## src/rtl/gpio_pkg.sv

```systemverilog
`timescale 1ns/1ps
package gpio_pkg;
    localparam int          ADDR_W      = 8;
    localparam int          NUM_FUNC    = 4;
    localparam logic [2:0]  SHADOW_PORT = 3'd7;

    typedef enum logic [2:0] {
        FLD_INTR  = 3'd0,
        FLD_MASK  = 3'd1,
        FLD_PAT1  = 3'd2,
        FLD_PAT0  = 3'd3,
        FLD_PULL  = 3'd4,
        FLD_FLAG  = 3'd5,
        FLD_LEVEL = 3'd6,
        FLD_LOAD  = 3'd7
    } fld_e;

    typedef enum logic [1:0] {
        OP_NONE = 2'd0,
        OP_SET  = 2'd1,
        OP_CLR  = 2'd2,
        OP_RSVD = 2'd3
    } op_e;
endpackage

```

## src/rtl/gpio_in_sync.sv

```systemverilog
`timescale 1ns/1ps
module gpio_in_sync #(
    parameter int W = 32
) (
    input  logic         clk,
    input  logic         rst_n,
    input  logic [W-1:0] din,
    output logic [W-1:0] lvl,
    output logic [W-1:0] prv
);
    typedef struct packed {
        logic [W-1:0] meta;
        logic [W-1:0] stable;
        logic [W-1:0] last;
    } sync_t;

    sync_t s_d, s_q;

    always_comb begin
        s_d        = s_q;
        s_d.meta   = din;
        s_d.stable = s_q.meta;
        s_d.last   = s_q.stable;
    end

    always_ff @(posedge clk or negedge rst_n) begin
        if (!rst_n) s_q <= '0;
        else        s_q <= s_d;
    end

    assign lvl = s_q.stable;
    assign prv = s_q.last;
endmodule

```

## src/rtl/gpio_pin_route.sv

```systemverilog
`timescale 1ns/1ps
module gpio_pin_route
    import gpio_pkg::*;
#(
    parameter int PIN_W = 32
) (
    input  logic [PIN_W-1:0]                intr,
    input  logic [PIN_W-1:0]                mask,
    input  logic [PIN_W-1:0]                pat1,
    input  logic [PIN_W-1:0]                pat0,
    input  logic [NUM_FUNC-1:0][PIN_W-1:0]  dev_do,
    input  logic [NUM_FUNC-1:0][PIN_W-1:0]  dev_oe,
    output logic [PIN_W-1:0]                pad_do,
    output logic [PIN_W-1:0]                pad_oe
);
    always_comb begin
        for (int i = 0; i < PIN_W; i++) begin
            pad_do[i] = 1'b0;
            pad_oe[i] = 1'b0;
            if (!intr[i] && !mask[i]) begin
                pad_do[i] = dev_do[{pat1[i], pat0[i]}][i];
                pad_oe[i] = dev_oe[{pat1[i], pat0[i]}][i];
            end else if (!intr[i] && !pat1[i]) begin
                pad_do[i] = pat0[i];
                pad_oe[i] = 1'b1;
            end
        end
    end
endmodule

```

## src/rtl/gpio_port_ctrl.sv

```systemverilog
`timescale 1ns/1ps
module gpio_port_ctrl
    import gpio_pkg::*;
#(
    parameter  int NUM_PORTS = 4,
    parameter  int PIN_W     = 32,
    localparam int TOTAL     = NUM_PORTS * PIN_W,
    localparam int DEV_W     = NUM_FUNC * TOTAL
) (
    input  logic              clk,
    input  logic              rst_n,
    input  logic              wr_en,
    input  logic [ADDR_W-1:0] wr_addr,
    input  logic [PIN_W-1:0]  wr_data,
    input  logic [ADDR_W-1:0] rd_addr,
    output logic [PIN_W-1:0]  rd_data,
    input  logic [TOTAL-1:0]  pad_di,
    output logic [TOTAL-1:0]  pad_do,
    output logic [TOTAL-1:0]  pad_oe,
    output logic [TOTAL-1:0]  pad_pu,
    input  logic [DEV_W-1:0]  dev_do,
    input  logic [DEV_W-1:0]  dev_oe,
    output logic [NUM_PORTS-1:0] port_irq
);
    typedef logic [NUM_PORTS-1:0][PIN_W-1:0] bank_t;

    typedef struct packed {
        bank_t            intr;
        bank_t            mask;
        bank_t            pat1;
        bank_t            pat0;
        bank_t            pull;
        bank_t            flag;
        logic [PIN_W-1:0] s_intr;
        logic [PIN_W-1:0] s_mask;
        logic [PIN_W-1:0] s_pat1;
        logic [PIN_W-1:0] s_pat0;
        logic [PIN_W-1:0] s_pull;
    } state_t;

    localparam state_t RST_STATE = '{
        intr: '0, mask: '1, pat1: '1, pat0: '0, pull: '1, flag: '0,
        s_intr: '0, s_mask: '0, s_pat1: '0, s_pat0: '0, s_pull: '0
    };

    state_t st_d, st_q;
    bank_t  lvl, prv, ev;

    logic [2:0] wport, rport;
    fld_e       wfld, rfld;
    op_e        wop;

    assign wport = wr_addr[7:5];
    assign wfld  = fld_e'(wr_addr[4:2]);
    assign wop   = op_e'(wr_addr[1:0]);
    assign rport = rd_addr[7:5];
    assign rfld  = fld_e'(rd_addr[4:2]);

    function automatic logic [PIN_W-1:0] setclr(
        input logic [PIN_W-1:0] old,
        input logic [PIN_W-1:0] d,
        input op_e              op
    );
        case (op)
            OP_SET:  setclr = old | d;
            OP_CLR:  setclr = old & ~d;
            default: setclr = old;
        endcase
    endfunction

    function automatic logic [PIN_W-1:0] merge(
        input logic [PIN_W-1:0] old,
        input logic [PIN_W-1:0] shadow,
        input logic [PIN_W-1:0] sel
    );
        merge = (old & ~sel) | (shadow & sel);
    endfunction

    for (genvar p = 0; p < NUM_PORTS; p++) begin : g_port
        logic [NUM_FUNC-1:0][PIN_W-1:0] dfn_do, dfn_oe;

        for (genvar f = 0; f < NUM_FUNC; f++) begin : g_fn
            assign dfn_do[f] = dev_do[f*TOTAL + p*PIN_W +: PIN_W];
            assign dfn_oe[f] = dev_oe[f*TOTAL + p*PIN_W +: PIN_W];
        end

        gpio_in_sync #(.W(PIN_W)) u_sync (
            .clk   (clk),
            .rst_n (rst_n),
            .din   (pad_di[p*PIN_W +: PIN_W]),
            .lvl   (lvl[p]),
            .prv   (prv[p])
        );

        gpio_pin_route #(.PIN_W(PIN_W)) u_route (
            .intr   (st_q.intr[p]),
            .mask   (st_q.mask[p]),
            .pat1   (st_q.pat1[p]),
            .pat0   (st_q.pat0[p]),
            .dev_do (dfn_do),
            .dev_oe (dfn_oe),
            .pad_do (pad_do[p*PIN_W +: PIN_W]),
            .pad_oe (pad_oe[p*PIN_W +: PIN_W])
        );

        // armed condition: level match, or change that lands on the armed value
        assign ev[p] = st_q.intr[p] & ~(lvl[p] ^ st_q.pat0[p]) &
                       (~st_q.pat1[p] | (lvl[p] ^ prv[p]));

        assign pad_pu[p*PIN_W +: PIN_W] = st_q.pull[p];
        assign port_irq[p] = |(st_q.flag[p] & st_q.intr[p] & ~st_q.mask[p]);
    end

    always_comb begin
        st_d = st_q;
        for (int p = 0; p < NUM_PORTS; p++) begin
            if (wr_en && wport == 3'(p)) begin
                case (wfld)
                    FLD_INTR: st_d.intr[p] = setclr(st_q.intr[p], wr_data, wop);
                    FLD_MASK: st_d.mask[p] = setclr(st_q.mask[p], wr_data, wop);
                    FLD_PAT1: st_d.pat1[p] = setclr(st_q.pat1[p], wr_data, wop);
                    FLD_PAT0: st_d.pat0[p] = setclr(st_q.pat0[p], wr_data, wop);
                    FLD_PULL: st_d.pull[p] = setclr(st_q.pull[p], wr_data, wop);
                    FLD_FLAG: if (wop == OP_CLR) st_d.flag[p] = st_q.flag[p] & ~wr_data;
                    default: ;
                endcase
            end
            // a new event wins over a clear in the same cycle
            st_d.flag[p] = st_d.flag[p] | ev[p];
        end
        if (wr_en && wport == SHADOW_PORT) begin
            case (wfld)
                FLD_INTR: st_d.s_intr = setclr(st_q.s_intr, wr_data, wop);
                FLD_MASK: st_d.s_mask = setclr(st_q.s_mask, wr_data, wop);
                FLD_PAT1: st_d.s_pat1 = setclr(st_q.s_pat1, wr_data, wop);
                FLD_PAT0: st_d.s_pat0 = setclr(st_q.s_pat0, wr_data, wop);
                FLD_PULL: st_d.s_pull = setclr(st_q.s_pull, wr_data, wop);
                FLD_LOAD: begin
                    for (int p = 0; p < NUM_PORTS; p++) begin
                        if (wr_addr[1:0] == 2'(p)) begin
                            st_d.intr[p] = merge(st_q.intr[p], st_q.s_intr, wr_data);
                            st_d.mask[p] = merge(st_q.mask[p], st_q.s_mask, wr_data);
                            st_d.pat1[p] = merge(st_q.pat1[p], st_q.s_pat1, wr_data);
                            st_d.pat0[p] = merge(st_q.pat0[p], st_q.s_pat0, wr_data);
                            st_d.pull[p] = merge(st_q.pull[p], st_q.s_pull, wr_data);
                        end
                    end
                end
                default: ;
            endcase
        end
    end

    always_ff @(posedge clk or negedge rst_n) begin
        if (!rst_n) st_q <= RST_STATE;
        else        st_q <= st_d;
    end

    always_comb begin
        rd_data = '0;
        for (int p = 0; p < NUM_PORTS; p++) begin
            if (rport == 3'(p)) begin
                case (rfld)
                    FLD_INTR:  rd_data = st_q.intr[p];
                    FLD_MASK:  rd_data = st_q.mask[p];
                    FLD_PAT1:  rd_data = st_q.pat1[p];
                    FLD_PAT0:  rd_data = st_q.pat0[p];
                    FLD_PULL:  rd_data = st_q.pull[p];
                    FLD_FLAG:  rd_data = st_q.flag[p];
                    FLD_LEVEL: rd_data = lvl[p];
                    default:   rd_data = '0;
                endcase
            end
        end
        if (rport == SHADOW_PORT) begin
            case (rfld)
                FLD_INTR: rd_data = st_q.s_intr;
                FLD_MASK: rd_data = st_q.s_mask;
                FLD_PAT1: rd_data = st_q.s_pat1;
                FLD_PAT0: rd_data = st_q.s_pat0;
                FLD_PULL: rd_data = st_q.s_pull;
                default:  rd_data = '0;
            endcase
        end
    end
endmodule

```

## config.mk

```make
export PLATFORM = sky130hd
export DESIGN_NAME = gpio_port_ctrl
export DESIGN_NICKNAME = d
export VERILOG_FILES = /design/src/rtl/gpio_pkg.sv /design/src/rtl/gpio_in_sync.sv /design/src/rtl/gpio_pin_route.sv /design/src/rtl/gpio_port_ctrl.sv
export SDC_FILE = /design/constraint.sdc
export NUM_CORES = 2
export LEC_CHECK = 0
export BUFFER_PORTS_ARGS = -buffer_cell sky130_fd_sc_hd__buf_2
export CAP_MARGIN = 20
export CORE_AREA = 2 2 634 636
export DETAILED_ROUTE_END_ITERATION = 8
export DIE_AREA = 0 0 636 638
export GPL_TIMING_DRIVEN = 0
export MAX_ROUTING_LAYER = met4
export PLACE_DENSITY_LB_ADDON = 0.1
export SYNTH_ARGS = -nofsm -noshare
export SYNTH_HDL_FRONTEND = slang
export SYNTH_SLANG_ARGS = --single-unit
```

## constraint.sdc

```tcl
create_clock -name clk -period 2.1 [get_ports clk]
set_input_delay 0.105 -clock clk [delete_from_list [all_inputs] [get_ports clk]]
set_output_delay 0.105 -clock clk [all_outputs]
set_load 0.02 [all_outputs]
```

# After elaboration in Yosys (flattened, before gate mapping)
# Index checks and enable logic that the tools add are counted.
# word_totals
register_bits	1312
latch_bits	0
ram_bits	0
rom_bits	0
in_bits	1203
out_inout_bits	420
word_cells	2109
n_memories	0
# op_classes
addsub	0
n_mul	0
n_div	0
order_cmp	128
n_eq_ne	23
n_shift	0
n_mux	1133
n_bitwise	124
n_reduce_logical	660
# ops
cell	count
32-bit binary-select mux with 2-bit select	256
32-bit 2-to-1 mux	85
32-bit bitwise OR	53
32-bit bitwise AND	50
32-bit one-hot mux with 2 select lines	25
640-bit 2-to-1 mux	2
32-bit one-hot mux with 7 select lines	4
1-bit 2-to-1 mux	520
32-bit NOT	13
1-bit zero test	384
2-bit by 3-bit less-than comparator with 1-bit output, second input constant	128
1-bit logical AND	261
32-bit XOR	8
31-bit 2-to-1 mux	8
30-bit 2-to-1 mux	8
29-bit 2-to-1 mux	8
28-bit 2-to-1 mux	8
27-bit 2-to-1 mux	8
26-bit 2-to-1 mux	8
25-bit 2-to-1 mux	8
24-bit 2-to-1 mux	8
23-bit 2-to-1 mux	8
22-bit 2-to-1 mux	8
21-bit 2-to-1 mux	8
30 further kinds	191

# Depth between registers and ports, before layout
# logic_depth
depth_word	8
mapped_depth	10
mapped_depth_nobuf	7

# Modules after synthesis
# A second synthesis with hierarchy kept.
# hier_totals
cells_unflattened	8649
area_unflattened_um2	83060.9
# modules_own_cells
mod	n_inst	cells_each	area_per_inst_um2	seq_area_each_um2
gpio_port_ctrl	1	6729	62222.2	23702.7
gpio_in_sync	4	128	2642.5	2402.3
gpio_pin_route (g_port[0].u_route ...)	2	352	2562.5	0.0
gpio_pin_route (g_port[3].u_route)	1	352	2575.0	0.0
gpio_pin_route (g_port[2].u_route)	1	352	2568.7	0.0

# Least setup slack after synthesis
# No wires, ideal clock.
# synth_timing
kind	in2out
from	input port rd_addr[2]
to	output port rd_data[13]
arrival_time_ps	2082
required_time_ps	1995
path_slack_ps	-87
path_stages	8
n_path_buf	6
path_cell_list	buf_4 buf_6 buf_4 buf_4 buf_2 buf_2 a311oi_1 o311ai_0
# synth_via
elab_chain_len	7
elab_cells_between_ends	17
cone_classes	6 x eq/ne; 10 x mux; 1 x reduce/logical
# synth_lines
element	line	text
from (decl)	gpio_port_ctrl.sv:15	input logic [ADDR_W-1:0] rd_addr,
3-bit equality test (tied with other cells)	gpio_port_ctrl.sv:163	case (rfld)
32-bit one-hot mux with 7 select lines	gpio_port_ctrl.sv:163	
32-bit 2-to-1 mux (4 in a row)	gpio_port_ctrl.sv:162	if (rport == 3'(p)) begin
32-bit 2-to-1 mux *	gpio_port_ctrl.sv:175	if (rport == SHADOW_PORT) begin
to (decl)	gpio_port_ctrl.sv:16	output logic [PIN_W-1:0] rd_data,
# Every way passes the cells marked *; elsewhere a longest branch is shown, timed or not.

==> results summary <==
The flow ran to the end, but the final reports show violations. The checks that failed: design-rule violations, negative setup slack. Timing analysis after detailed placement gives a worst setup slack of -3.541 ns. The worst setup path is captured at a primary output. Yosys attributes the largest share of cell area to sky130_fd_sc_hd__dfrtp_1 28%, sky130_fd_sc_hd__dfstp_2 12%, sky130_fd_sc_hd__mux2i_1 9.7%, sky130_fd_sc_hd__o221ai_1 6.5%, sky130_fd_sc_hd__nor2_1 5.6%. The number of hold violations in the final report came out at 0.

Of the total power, the share spent switching nets is 0.3980. The die height is 638 microns. The number of cell instances on the worst register-to-register path is 6. The total power came out at 105.6 mW.

CTS placed an instance of sky130_fd_sc_hd__clkbuf_16 at the clock tree root. The number of synthesized flops with an enable pin is 0. The total number of yosys warnings came out at 0. The initial detailed-routing violation count is 17320. Once layout is done, the placed cells without fillers occupy 126200 sq um. The initial utilization of the core area, before any placement, comes to 0.2079. The residual overflow from global routing is 0. The insertion delay to the later sink of the worst-skew pair is 0.95 ns.

Of the total power, combinational logic draws 0.325. Fill cells in the final layout number 41560. The area of the die is 405800 sq um. The total count of max-transition violations in the final report is 0. The placed cell area came out at 102200 sq um.

The area of the mapped netlist came out at 82850 sq um. The cell family contributing the most delay on the critical path is simple AND/OR/NAND/NOR gates. The number of placed I/O pins came out at 1623.

The slew of the pin with the lowest slew margin is 1.453 ns. Counting instances, the worst hold path has a depth of 4. The placed wire-length estimate came out at 685.0 mm. The internal power summed over all cells came out at 63.55 mW. The post-detailed-route via-to-cell ratio came out at 6.141.

The global-route wire length before repair came out at 1150 mm. The sequential area share after synthesis came out at 0.4021. The critical path goes through nand3b_1 -> nand4_1 -> nor4_2 -> buf_4 -> nand3_4 -> buf_6. Measured against the total synthesized area, the mux share comes to 0.1625. The smallest hold slack is 0.03639 ns.

Along the worst path, the maximum fanout reaches 8. Of the total synthesized cell area, the portion taken by full adders, half adders and majority gates is 0.0006041. Entering global routing, the biggest net connects 151 pins. The worst setup skew after layout is 0.04688 ns. At the end of routability-driven placement, the weighted congestion stood at 1.057. The net count after synthesis is 10090. The clock net sink count is 1312. For this run, asynchronously set or reset flops after synthesis account for 1.000. The clock tree from TritonCTS is done. The data arrival at the endpoint of the critical path came out at 3.74 ns. The longest individual stage delay on the worst path came out at 0.75 ns. The tightest min-delay check is of the primary input to register type. The initial antenna violation count came out at 257. The number of cells on the critical path came out at 6. Of all cell types, the one taking the most synthesized area is sky130_fd_sc_hd__dfrtp_1. The flip-flop cell with the highest count after synthesis is sky130_fd_sc_hd__dfrtp_1. The fraction of the mapped netlist area in compound gates is 0.2447. The worst-case headroom to the max-slew limit is 0.03143. The number of buffers created by CTS is 181.

The maximum vdd ir drop came out at 0.6487 mV. The simple logic cell fraction of the synthesized area is 0.09690. The share of post-route cells with drive strength above 1 is 0.4296. The data required time at the worst endpoint came out at 2.00 ns. The final critical delay including setup and external delays came out at 3.847 ns. The via count of the first global-routing pass came out at 96730. The count of cell types in the netlist is 74. The power density normalized to cell area came out at 836.7 nW/um^2.

By area, the combinational part of the netlist is dominated by compound AO/OA/AOI/OAI gates. The flop and latch count out of synthesis came out at 1312. The routed design has 939.1 mm of wire.

The sequential share of power came out at 0.343. The area added between synthesis and finish came out at 52.28%. The first detailed-routing pass ran for 9 iterations. The floorplan has 232 rows. The count of buffers added on input and output ports is 1597. The floorplan core area is 398600 sq um. Of the total power, the clock network draws 0.333. Measured along the x axis, the die boundary spans 636 microns. The share of the cycle needed by the critical path after routing is 1.832. The critical path start-end classification is register to primary output. sky130_fd_sc_hd__nor2_1 is the most common cell in the netlist. In the routed design, unresolved DRC markers number 1.

The H-tree generated during clock tree synthesis spans 4 levels. Setup violations remaining at the end of the flow were counted as 1390. On the critical path, the stage with the largest delay is an instance of sky130_fd_sc_hd__nand3b_1. The overall routing resource usage is 0.4561.

The cell count after synthesis came out at 8880. Once routing completed, OpenROAD measured the worst setup slack at -1.747 ns. The post-CTS clock slew at the launch and capture registers of the worst setup and hold paths came out at 0.07 ns. The switching power of the nets came out at 42.01 mW.

In the synthesized netlist, the cells that appear most often are 1234 x sky130_fd_sc_hd__nor2_1, 928 x sky130_fd_sc_hd__dfrtp_1, 909 x sky130_fd_sc_hd__o21ai_0. Setup repair after global routing could not meet its margin everywhere. Summed over all cells, the static leakage comes to 51.10 nW. Together, buffers and inverters on the worst path number 2. The detailed-route wire length per cell is 54.19 microns. The final layout contains 12860 nets. The remaining number of nets flagged by the antenna check after routing came out at 0. The fmax is 0.2600 GHz. The worst setup path is launched from a register. The routed via count came out at 106400. Max-cap violations in this run came to 0. The area share of the leading cell type in the synthesized netlist is 0.2803. The XOR/XNOR share of the synthesized area is 0.02706. The synthesized area divided by synthesized cell count came out at 9.330 sq um. The clock passes through at most 4 buffers.
tightest hold or removal path, stage by stage:
cell	delay (ns)
sky130_fd_sc_hd__buf_2	0.19
sky130_fd_sc_hd__clkbuf_1	0.37
sky130_fd_sc_hd__mux2i_1	0.25
sky130_fd_sc_hd__o21ai_1	0.08
repair_timing:
item | in CTS | in global routing
hold buffers | 295 | 1
endpoints found under the setup margin | 1357 | 1245
resized for setup | 1827 | 636
pin swaps | 304 | 280
endpoints found under the hold margin | 541 | 97
buffers inserted | 573 | 198
cloned | 1 | 7
cell type report:
class,count,area [sq um],area share
repair buffers,2856,23860,0.1891
plain buffers,840,5941,0.04709
multi-input cells,6309,48440,0.3839
clock buffers,256,5279,0.04184
clock inverters,81,1092,0.008658
flip-flops and latches,1312,33720,0.2673
inverters,150,586.8,0.004651
diodes,262,655.6,0.005197
well taps,5265,6588,0.05221
cell families (layout without fill, tap and decap cells):
family	after synthesis	count (layout)
DFF	1312	1312
AOI/OAI and AO/OA	2868	2868
xor gates and xnor gates	256	256
buffers and inverters	1259	4183
and+or+nand+nor	1937	1937
adders and majority gates	4	4
muxes	1244	1244
other	0	262
per-stage QoR:
stage                 util  std cells  setup TNS, ns
floorplan                -       8880              0
global placement    0.2445      15740              -
detailed placement  0.2563      15970       -1828.25
CTS                 0.3059      16900        -252.84
global route        0.3160      17250        -384.50
finish              0.3166      17330        -366.98
path summary, 6_finish.rpt:
path / startpoint / end / slack [ns]
max in group asynchronous: rst_n / asynchronous set/reset pin / -0.65
worst max register to register: register / register / 0.31
min in group asynchronous: rst_n / asynchronous set/reset pin / 0.55
worst max-delay path: register / port_irq[2] / -1.75
worst min-delay path: wr_data[16] / register / 0.04
worst min register to register: g_port[1].u_sync.s_d[34] / g_port[1].u_sync.lvl[2] / 0.32
power by group through the flow:
stage | Clock, mW | Sequential [mW] | Combinational (mW)
after CTS | 35.1 | 35.7 | 31.4
final | 35.1 | 36.2 | 34.3
after floorplan | 0 | 31.3 | 13.7
after detailed placement | 0 | 34.8 | 27.0
after global routing | 35.9 | 36.0 | 34.7
after global placement | 0 | 34.8 | 25.9
metal layers:
metal  up-vias  GRT usage  wire (microns)
met5         -          -               0
li1      39000          -               -
met2      9907     0.6403          384500
met1     54290     0.5001          337100
met4         0     0.3826          102000
met3      3229     0.1892          115500
cells in the final DEF (no fill, tap or decap), types with 198 or more instances in the layout:
cell,Yosys,layout
sky130_fd_sc_hd__dfstp_2,384,349
sky130_fd_sc_hd__xnor2_1,256,256
sky130_fd_sc_hd__dfrtp_1,928,735
sky130_fd_sc_hd__mux2i_1,802,781
sky130_fd_sc_hd__diode_2,0,262
sky130_fd_sc_hd__o221ai_1,612,598
sky130_fd_sc_hd__mux2_2,401,263
sky130_fd_sc_hd__clkbuf_16,0,202
sky130_fd_sc_hd__nand2_1,452,431
sky130_fd_sc_hd__buf_6,3,264
sky130_fd_sc_hd__clkbuf_1,787,293
sky130_fd_sc_hd__nor2_1,1234,1128
sky130_fd_sc_hd__buf_4,149,820
sky130_fd_sc_hd__clkbuf_2,1,198
sky130_fd_sc_hd__dlygate4sd3_1,0,289
sky130_fd_sc_hd__buf_2,134,1386
sky130_fd_sc_hd__o21ai_0,909,786
(Power assumes the default switching activity.)
